$ cat src/rtl/mini_alu_pkg.sv
package mini_alu_pkg;

    typedef enum logic [2:0] {
        OP_ADD = 3'b000,
        OP_SUB = 3'b001,
        OP_AND = 3'b010,
        OP_OR  = 3'b011,
        OP_XOR = 3'b100,
        OP_ASR = 3'b101,
        OP_ROL = 3'b110,
        OP_INC = 3'b111
    } alu_op_e;

    typedef struct packed {
        logic carry;
        logic zero;
    } alu_flags_t;

    // Selects inside the bitwise unit
    typedef enum logic [1:0] {
        BW_AND = 2'd0,
        BW_OR  = 2'd1,
        BW_XOR = 2'd2
    } bw_sel_e;

    function automatic logic op_is_bitwise(alu_op_e op);
        return (op == OP_AND) || (op == OP_OR) || (op == OP_XOR);
    endfunction

    function automatic logic op_is_arith(alu_op_e op);
        return (op == OP_ADD) || (op == OP_SUB) || (op == OP_INC);
    endfunction

endpackage

$ cat src/rtl/acc_adder.sv
module acc_adder #(
    parameter int WIDTH = 4
) (
    input  logic [WIDTH-1:0] a_i,
    input  logic [WIDTH-1:0] b_i,
    input  logic             cin_i,
    output logic [WIDTH-1:0] sum_o,
    output logic             cout_o
);
    logic [WIDTH:0] c_chain;

    assign c_chain[0] = cin_i;

    // One full adder per bit, carries rippled upward
    for (genvar i = 0; i < WIDTH; i++) begin : g_bit
        logic p_bit;
        logic g_bit_v;
        assign p_bit        = a_i[i] ^ b_i[i];
        assign g_bit_v      = a_i[i] & b_i[i];
        assign sum_o[i]     = p_bit ^ c_chain[i];
        assign c_chain[i+1] = g_bit_v | (p_bit & c_chain[i]);
    end

    assign cout_o = c_chain[WIDTH];
endmodule

$ cat src/rtl/acc_bitwise.sv
module acc_bitwise
    import mini_alu_pkg::*;
#(
    parameter int WIDTH = 4
) (
    input  logic [WIDTH-1:0] a_i,
    input  logic [WIDTH-1:0] b_i,
    input  bw_sel_e          sel_i,
    output logic [WIDTH-1:0] y_o
);
    for (genvar i = 0; i < WIDTH; i++) begin : g_bit
        always_comb begin
            unique case (sel_i)
                BW_AND:  y_o[i] = a_i[i] & b_i[i];
                BW_OR:   y_o[i] = a_i[i] | b_i[i];
                default: y_o[i] = a_i[i] ^ b_i[i];
            endcase
        end
    end
endmodule

$ cat src/rtl/acc_shifter.sv
module acc_shifter #(
    parameter int WIDTH = 4
) (
    input  logic [WIDTH-1:0] a_i,
    input  logic             rol_i,
    output logic [WIDTH-1:0] y_o,
    output logic             out_bit_o
);
    localparam int MSB = WIDTH - 1;

    always_comb begin
        if (rol_i) begin
            y_o       = {a_i[MSB-1:0], a_i[MSB]};
            out_bit_o = a_i[MSB];
        end else begin
            y_o       = {a_i[MSB], a_i[MSB:1]};
            out_bit_o = a_i[0];
        end
    end
endmodule

$ cat src/rtl/acc_flag_reg.sv
module acc_flag_reg
    import mini_alu_pkg::*;
(
    input  logic       clk,
    input  logic       rst_n,
    input  logic       we_i,
    input  logic       keep_carry_i,
    input  logic       carry_i,
    input  logic       zero_i,
    output alu_flags_t flags_o
);
    alu_flags_t flags_d;
    alu_flags_t flags_q;

    always_comb begin
        flags_d = flags_q;
        if (we_i) begin
            if (!keep_carry_i) begin
                flags_d.carry = carry_i;
            end
            flags_d.zero = zero_i;
        end
    end

    always_ff @(posedge clk or negedge rst_n) begin
        if (!rst_n) begin
            flags_q <= '0;
        end else begin
            flags_q <= flags_d;
        end
    end

    assign flags_o = flags_q;

    // without a write both flags hold across the edge
    p_flags_hold_r8: assert property (@(posedge clk) disable iff (!rst_n)
        !we_i |=> $stable(flags_q));

    // on the first edge after reset release both flags are clear
    p_reset_clear_r9: assert property (@(posedge clk)
        $rose(rst_n) |-> (flags_q == '0));
endmodule

$ cat src/rtl/mini_acc_alu.sv
module mini_acc_alu
    import mini_alu_pkg::*;
#(
    parameter int WIDTH = 4
) (
    input  logic             clk,
    input  logic             rst_n,
    input  logic [2:0]       op_i,
    input  logic [WIDTH-1:0] acc_i,
    input  logic [WIDTH-1:0] opnd_i,
    input  logic             chain_en_i,
    input  logic             carry_i,
    input  logic             flags_we_i,
    output logic [WIDTH-1:0] result_o,
    output logic             carry_o,
    output logic             zero_o
);
    localparam int MSB = WIDTH - 1;

    typedef struct packed {
        logic [WIDTH-1:0] add_b;
        logic             add_cin;
        bw_sel_e          bw_sel;
        logic             rol;
        logic [WIDTH-1:0] res;
        logic             carry;
        logic             keep_carry;
    } dp_t;

    alu_op_e          op;
    dp_t              dp_d;
    logic [WIDTH-1:0] sum_w;
    logic             cout_w;
    logic [WIDTH-1:0] bw_w;
    logic [WIDTH-1:0] sh_w;
    logic             sh_bit_w;
    alu_flags_t       flags_q;

    assign op = alu_op_e'(op_i);

    // Decode the adder inputs and pick the result and carry
    always_comb begin
        dp_d            = '0;
        dp_d.add_b      = opnd_i;
        dp_d.add_cin    = chain_en_i ? carry_i : 1'b0;
        dp_d.bw_sel     = BW_XOR;
        dp_d.rol        = (op == OP_ROL);
        dp_d.keep_carry = op_is_bitwise(op);
        unique case (op)
            OP_SUB: begin
                dp_d.add_b   = ~opnd_i;
                dp_d.add_cin = chain_en_i ? carry_i : 1'b1;
            end
            OP_INC: begin
                dp_d.add_b   = '0;
                dp_d.add_cin = chain_en_i ? carry_i : 1'b1;
            end
            OP_AND:  dp_d.bw_sel = BW_AND;
            OP_OR:   dp_d.bw_sel = BW_OR;
            default: ;
        endcase
    end

    acc_adder #(.WIDTH(WIDTH)) u_add (
        .a_i   (acc_i),
        .b_i   (dp_d.add_b),
        .cin_i (dp_d.add_cin),
        .sum_o (sum_w),
        .cout_o(cout_w)
    );

    acc_bitwise #(.WIDTH(WIDTH)) u_bw (
        .a_i  (acc_i),
        .b_i  (opnd_i),
        .sel_i(dp_d.bw_sel),
        .y_o  (bw_w)
    );

    acc_shifter #(.WIDTH(WIDTH)) u_sh (
        .a_i      (acc_i),
        .rol_i    (dp_d.rol),
        .y_o      (sh_w),
        .out_bit_o(sh_bit_w)
    );

    logic [WIDTH-1:0] res_w;
    logic             carry_w;

    always_comb begin
        if (op_is_arith(op)) begin
            res_w   = sum_w;
            carry_w = cout_w;
        end else if (op_is_bitwise(op)) begin
            res_w   = bw_w;
            carry_w = 1'b0;
        end else begin
            res_w   = sh_w;
            carry_w = sh_bit_w;
        end
    end

    acc_flag_reg u_flags (
        .clk         (clk),
        .rst_n       (rst_n),
        .we_i        (flags_we_i),
        .keep_carry_i(dp_d.keep_carry),
        .carry_i     (carry_w),
        .zero_i      (res_w == '0),
        .flags_o     (flags_q)
    );

    assign result_o = res_w;
    assign carry_o  = flags_q.carry;
    assign zero_o   = flags_q.zero;

    // unchained add is plain modular addition
    p_add_sum_r1: assert property (@(posedge clk) disable iff (!rst_n)
        (op == OP_ADD && !chain_en_i) |-> (result_o == acc_i + opnd_i));

    // unchained subtract is modular difference, carry means no borrow
    p_sub_diff_r2: assert property (@(posedge clk) disable iff (!rst_n)
        (op == OP_SUB && !chain_en_i) |-> (result_o == acc_i - opnd_i));
    p_sub_borrow_r2: assert property (@(posedge clk) disable iff (!rst_n)
        (flags_we_i && op == OP_SUB && !chain_en_i)
        |=> (carry_o == ($past(acc_i) >= $past(opnd_i))));

    // a bitwise operation leaves the carry flag alone
    p_logic_keeps_carry_r3: assert property (@(posedge clk) disable iff (!rst_n)
        (flags_we_i && op_is_bitwise(op)) |=> (carry_o == $past(carry_o)));

    // arithmetic shift right keeps the sign
    p_asr_sign_r4: assert property (@(posedge clk) disable iff (!rst_n)
        (op == OP_ASR) |-> (result_o == $unsigned($signed(acc_i) >>> 1)));

    // rotate left sends the old top bit to the carry
    p_rol_carry_r5: assert property (@(posedge clk) disable iff (!rst_n)
        (flags_we_i && op == OP_ROL) |=> (carry_o == $past(acc_i[MSB])));

    // unchained increment adds one
    p_inc_step_r6: assert property (@(posedge clk) disable iff (!rst_n)
        (op == OP_INC && !chain_en_i) |-> (result_o == acc_i + WIDTH'(1)));

    // zero flag mirrors the written result
    p_zero_flag_r7: assert property (@(posedge clk) disable iff (!rst_n)
        flags_we_i |=> (zero_o == ($past(result_o) == '0)));
endmodule

$ cat config.mk
export PLATFORM = sky130hd
export DESIGN_NAME = mini_acc_alu
export DESIGN_NICKNAME = d
export VERILOG_FILES = /design/src/rtl/mini_alu_pkg.sv /design/src/rtl/acc_adder.sv /design/src/rtl/acc_bitwise.sv /design/src/rtl/acc_shifter.sv /design/src/rtl/acc_flag_reg.sv /design/src/rtl/mini_acc_alu.sv
export SDC_FILE = /design/constraint.sdc
export NUM_CORES = 1
export LEC_CHECK = 0
export ABC_CLOCK_PERIOD_IN_PS = 2840
export BUFFER_PORTS_ARGS = -buffer_cell sky130_fd_sc_hd__buf_4
export CAP_MARGIN = 15
export CORE_MARGIN = 4
export CORE_UTILIZATION = 46
export DETAILED_ROUTE_END_ITERATION = 12
export HOLD_SLACK_MARGIN = 0.08
export PLACE_DENSITY = 0.71
export SYNTH_ARGS = -nofsm -noshare
export SYNTH_HDL_FRONTEND = slang
export SYNTH_SLANG_ARGS = --single-unit
$ cat constraint.sdc
create_clock -name clk -period 2.84 [get_ports clk]
set_input_delay 0.142 -clock clk [delete_from_list [all_inputs] [get_ports clk]]
set_output_delay 0.142 -clock clk [all_outputs]
set_load 0.1 [all_outputs]
# ---- Word level (Yosys, flattened, before mapping)
# Index checks and enable logic that the tools add are counted.
dict set report word_totals {
  out_inout_bits 6
  regBits 2
  in_bits 16
}
dict set report op_classes {
  n_bitwise 34
  mux 13
  reduce_logical 8
  eq_ne 7
}
# cell count
set op_table {}
lappend op_table {{$and A1 B1 Y1} 12}
lappend op_table {{$mux W4} 3}
lappend op_table {{$xor A1 B1 Y1} 12}
lappend op_table {{$pmux W5 S2} 1}
lappend op_table {{$eq A3 B3 Y1 const B} 3}
lappend op_table {{$or A1 B1 Y1} 8}
lappend op_table {{$pmux W1 S2} 4}
lappend op_table {{$eq A3 B2 Y1 const B} 2}
lappend op_table {{$logic_not A4 Y1} 1}
lappend op_table {{$logic_or A1 B1 Y1} 4}
lappend op_table {{$mux W1} 4}
lappend op_table {{$not A4 Y4} 1}
lappend op_table {{$pmux W2 S2} 1}
lappend op_table {{$eq A3 B1 Y1 const B} 1}
lappend op_table {{$logic_not A3 Y1} 1}
lappend op_table {{$eq A2 B1 Y1 const B} 1}
lappend op_table {{$logic_not A2 Y1} 1}
lappend op_table {{$reduce_and A2 Y1} 1}
lappend op_table {{$not A1 Y1} 1}

# ---- Longest topological paths before layout
dict set report depth {
  word_depth 12
  mapped_depth 18
  mapped_depth_nobuf 16
}

# ---- Modules after synthesis
# From an unflattened synthesis, not the netlist that was laid out.
dict set report unflattened {
  cells_unflattened 97
  hier_area_um2 869.6
}
# module instances cells_each area_each_um2
set by_module_without_submodules {}
lappend by_module_without_submodules {mini_acc_alu 1 41 382.9}
lappend by_module_without_submodules {acc_bitwise 1 32 222.7}
lappend by_module_without_submodules {acc_adder 1 14 117.6}
lappend by_module_without_submodules {acc_flag_reg 1 5 90.1}
lappend by_module_without_submodules {acc_shifter 1 5 56.3}

# ---- Least setup slack after synthesis
# OpenSTA, ideal clock, no wires.
dict set report synth_timing {
  path_type {input to register}
  startpoint {input op_i[2]}
  endpoint {register u_flags.flags_o[0] (netlist name)}
  required_time_ns 2.741
  setup_ns 0.099
  n_path_buf 2
  slack_ns -0.626
  cell_stages 18
  t_arrival_ns 3.367
  path_cell_list {buf_6 buf_6 nand2b_1 nor2_1 a21oi_1 nor2_1 a21oi_1 fa_1 inv_1 fa_1 inv_1 fa_1 inv_1 fa_1 nand3_1 a21oi_1 a211o_1 o32ai_2}
}
dict set report synth_via {
  elab_chain_cells 12
  word_cells_on_any_way 40
  cone_classes {7 x eq/ne; 9 x mux; 17 x bitwise; 7 x reduce/logical}
}
# item line
set synth_lines {}
lappend synth_lines {{from (decl)} mini_acc_alu.sv:8} ;# input logic [2:0] op_i,
lappend synth_lines {{$eq A3 B3 Y1 / $eq A3 B1 Y1 (equally long branches)} {mini_alu_pkg.sv:31, mini_acc_alu.sv:49}}
lappend synth_lines {{$pmux W5 S2} mini_acc_alu.sv:49} ;# unique case (op)
lappend synth_lines {{$xor A1 B1 Y1} acc_adder.sv:18} ;# assign p_bit = a_i[i] ^ b_i[i];
lappend synth_lines {{$and A1 B1 Y1} acc_adder.sv:21} ;# assign c_chain[i+1] = g_bit_v | (p_bit & c_chain[i]);
lappend synth_lines {{$or A1 B1 Y1} acc_adder.sv:21}
lappend synth_lines {{$and A1 B1 Y1} acc_adder.sv:21}
lappend synth_lines {{$or A1 B1 Y1} acc_adder.sv:21}
lappend synth_lines {{$and A1 B1 Y1} acc_adder.sv:21}
lappend synth_lines {{$or A1 B1 Y1} acc_adder.sv:21}
lappend synth_lines {{$xor A1 B1 Y1} acc_adder.sv:20} ;# assign sum_o[i] = p_bit ^ c_chain[i];
lappend synth_lines {{$mux W4 *} mini_acc_alu.sv:90} ;# if (op_is_arith(op)) begin
lappend synth_lines {{net result_o[3]} mini_acc_alu.sv:14} ;# output logic [WIDTH-1:0] result_o,
lappend synth_lines {{$logic_not A4 Y1 *} mini_acc_alu.sv:108} ;# .zero_i (res_w == '0),
# The timed path passes the listed nets; every way through them passes the cells marked *.
# A chain may end at the register's enable or synchronous reset.

# ---- Final worst setup path
dict set report layout_timing {
  startpoint {input op_i[1]}
  endpoint {output result_o[3]}
}
dict set report layout_via {
  elab_chain_cells 11
  word_cells_on_any_way 33
  cone_classes {7 x eq/ne; 6 x mux; 14 x bitwise; 6 x reduce/logical}
}
# item line
set layout_lines {}
lappend layout_lines {{$eq A3 B3 Y1 / $eq A3 B1 Y1 (equally long branches)} {mini_alu_pkg.sv:31, mini_acc_alu.sv:49}}
lappend layout_lines {{$pmux W5 S2} mini_acc_alu.sv:49}
lappend layout_lines {{$xor A1 B1 Y1} acc_adder.sv:18}
lappend layout_lines {{$and A1 B1 Y1} acc_adder.sv:21}
lappend layout_lines {{$or A1 B1 Y1} acc_adder.sv:21}
lappend layout_lines {{$and A1 B1 Y1} acc_adder.sv:21}
lappend layout_lines {{$or A1 B1 Y1} acc_adder.sv:21}
lappend layout_lines {{$and A1 B1 Y1} acc_adder.sv:21}
lappend layout_lines {{$or A1 B1 Y1} acc_adder.sv:21}
lappend layout_lines {{$xor A1 B1 Y1} acc_adder.sv:20}
lappend layout_lines {{$mux W4 *} mini_acc_alu.sv:90}
lappend layout_lines {{to (decl)} mini_acc_alu.sv:14}
# Every way passes the cells marked *; elsewhere a longest branch is shown, timed or not.

==> results by group <==
Logic synthesis
  – Leading cell types by count after synthesis: inv_1, a21oi_1, ha_1, nand2_1, nor2_1
  – Biggest area contributors in the synthesized netlist: ha_1, fa_1, dfrtp_1, inv_1, a21oi_1
  – Post-synth top area share: 0.127
  – Flops & latches, synth: 2
  – Count leader, synth: inv_1
  – Synth warn: 0
  – Mean instance size in the synthesized netlist: about 7.7 µm²
  – Primary flip-flop cell chosen by synthesis mapping: dfrtp_1
  – Post-synth cell types: a little over 40
  – Top cell type by total area after synthesis: ha_1
  – Syn Nets: about 130
  – Post-synth design cell area: around 790 µm²
  – Fraction of the yosys area taken by sequential cells: 0.0633
  – Async S/R FF share, synth: 1.00
  – Number of flops mapped to enable cells by yosys: 0
  – Post-synthesis instance total: approximately 100

Placed design
  – Input/output buffers: 21
  – Setup slack at placement: -0.354 ns
  – Global placer's final weighted congestion: 0.876
  – Final HPWL from detailed placement: around 1800 µm

Drt
  – Vias per Instance: between 5 and 6
  – Final WL: ~2200 µm
  – DRC violation count after routing: 0
  – Drt wl/cell: 14.6 µm
  – Number of vias in the routed layout: between 900 and 1,000
  – Number of DRC markers after the initial detailed-route iteration: 25
  – Antenna Nets Post-Route: 0
  – Pre-Repair DR Iteration Count: 5

Finish
  – Syn-to-layout area delta: 45.4%
  – Total inserted antenna cells: 0
  – Number of flip-flops under the largest register name: 2
  – NumNets Final: 167
  – Post-route core utilization: 0.738
  – Share of final-layout standard cells stronger than drive strength 1: 0.431

STA
  – Post-Route Skew: 0 ns
  – Achievable clock frequency: 338 MHz
  – Hold Vio Cnt, Final: 0
  – Relative slew slack: 0.757
  – Transition time at the pin with the least slew margin: 0.363 ns
  – Period Utilization, post-route: 1.04
  – Worst setup slack after layout: -0.119 ns
  – Crit path time final: 2.96 ns
  – Setup violation total in the final timing report: 1
  – Final count of pins violating max slew: 0
  – RSZ-0062 raised after global routing: true

Status
  – Result of the run: complete, but fails checks
  – Failing checks: negative setup slack

Setup path
  – Data arrival, critical path: between 2 and 3 ns
  – FF-to-FF Start: u_flags.flags_o[1]
  – Class of the most critical setup path: in -> out
  – Kind of end point of the critical path: primary output
  – Minimum setup slack among reg-to-reg paths: ~2.1 ns
  – Critical Path Start Type: input port
  – FF-to-FF End: u_flags.flags_o[1]
  – Maximum fanout along the worst path: 4
  – Logic depth of the worst register-to-register path: 1
  – Required @ worst endpoint: 2.70 ns

Min path
  – End point of the most critical hold path: u_flags.flags_o[0]
  – Min-Delay Path Depth: 2
  – Hold_sp: flags_we_i
  – Worst Hold Class: in -> reg

Clocking
  – CTS tree: done
  – Clock latency on the worst-skew pair: 0.22 ns
  – Total clock buffers created by CTS: 3
  – Number of clock sinks seen by CTS: 2
  – # H-tree levels: 1
  – Root cell of the clock tree: clkbuf_4
  – Register clock-pin slew on the reported worst setup and hold paths: 0.03 ns
  – Max Buffers Root-to-Sink: 2

Floorplan
  – Placeable core region: 0.00156 mm²
  – Die outline area: approximately 0.0024 mm²
  – Overall die width: between 40 and 50 µm
  – Top-level port count: 22
  – Vertical die dimension: between 40 and 50 µm
  – Effective utilization at floorplan: 0.507
  – Num rows: 14

Global routing
  – Vias in the first global route: about 840
  – Wire length of the first global-routing pass: 3820 µm
  – Sum of overflow across all layers after global routing: 0
  – Antenna violations before repair: 0
  – Largest net degree at the start of global routing: 20
  – GRT Overall Usage: 0.192

Flow run
  – Max capacitance violation total: 0

Power
  – Peak supply drop: approximately 0.00021 V
  – Power density relative to cell area: roughly 360 mW/mm²
  – Leak pwr: between 0.5 and 0.6 nW
[critical path, cell delays in order]
cell and delay, ns:
buf_6 0.10, or2_4 0.24, a211oi_2 0.20, a21oi_2 0.06, fa_2 0.34, inv_2 0.06, fa_2 0.18, inv_2 0.04
fa_2 0.33, inv_2 0.06, fa_1 0.41, buf_4 0.15, a211o_4 0.34, buf_12 0.17
[per-layer routing]
metal	routed length (µm)	track usage	share of wire
met1	1000	0.255	0.45
met2	1130	0.335	0.50
met3	94	0.0211	0.042
met4	12	0.0369	0.0054
met5	0	0	0
[how the worst max path moves through the flow]
stage            start            endpoint  slack (ns)  cells past startpoint
2_1_floorplan  op_i[2]  u_flags.flags_o[0]       -0.36                     18
3_3_place_gp   op_i[2]         result_o[3]       -0.34                     15
3_5_place_dp   op_i[2]         result_o[3]       -0.35                     15
4_1_cts        op_i[2]         result_o[3]       -0.12                     14
5_1_grt        op_i[1]         result_o[3]       -0.20                     14
6_report       op_i[1]         result_o[3]       -0.12                     14
[report_power, final]
group	internal (mW)	switching [mW]	total (mW)	leakage [nW]
Sequential	0.0321	0.00226	0.0343	0.0265
Clock	0.0468	0.0174	0.0642	0.0138
Combinational	0.124	0.197	0.321	0.518
[logic make-up (layout without fill, tap and decap cells)]
group / Yosys count / in the layout / synth area share
compound gates: 35 / 35 / 0.323
simple gates: 35 / 35 / 0.261
buf+inv: 18 / 52 / 0.112
fa+ha+maj: 12 / 12 / 0.228
flops: 2 / 2 / 0.0633
mux: 1 / 1 / 0.0127
[layout make-up]
type,instances,area (µm²)
Clock buffer,3,22.5
Fill cell,140,409
Inverter,13,48.8
Multi-Input combinational cell,83,704
Sequential cell,2,50.0
Tap cell,16,20.0
Timing Repair Buffer,36,304
[per-stage QoR]
stage	power (mW)	std cells	hold slack, ns	cell area [µm²]	setup TNS (ns)
floorplan	0.248	103	-0.154	823	-0.483
global placement	0.325	148	-0.0763	1060	-0.714
detailed placement	0.329	148	-0.0752	1060	-0.790
CTS	0.412	153	0.128	1130	-0.176
global route	0.448	153	0.130	1150	-0.277
finish	0.419	153	0.129	1150	-0.119
[timing repair]
item | 4_1_cts | 5_1_grt
setup endpoints to repair | 3 | 3
pin swaps | 3 | 1
gates resized for setup | 10 | 7
buffers inserted | 1 | 0
hold endpoints to repair | 2 | 0
hold buffers | 1 | 0
[cell usage in the layout, fill, tap and decap left out, types with 2 or more instances in the layout]
cell	n
or2_1	2
clkbuf_4	3
o21ai_1	2
dfrtp_1	2
o211ai_1	3
o22ai_1	2
a21oi_2	2
o22ai_2	2
ha_1	8
fa_2	3
nor2_1	8
o21ai_0	3
a21o_1	2
nand2b_1	3
nor2b_1	2
buf_6	3
a21oi_1	6
a22o_1	2
nand3_1	2
nand2_1	7
inv_1	10
buf_4	30
inv_2	3
nand4_1	2
(Power assumes the default switching activity.)
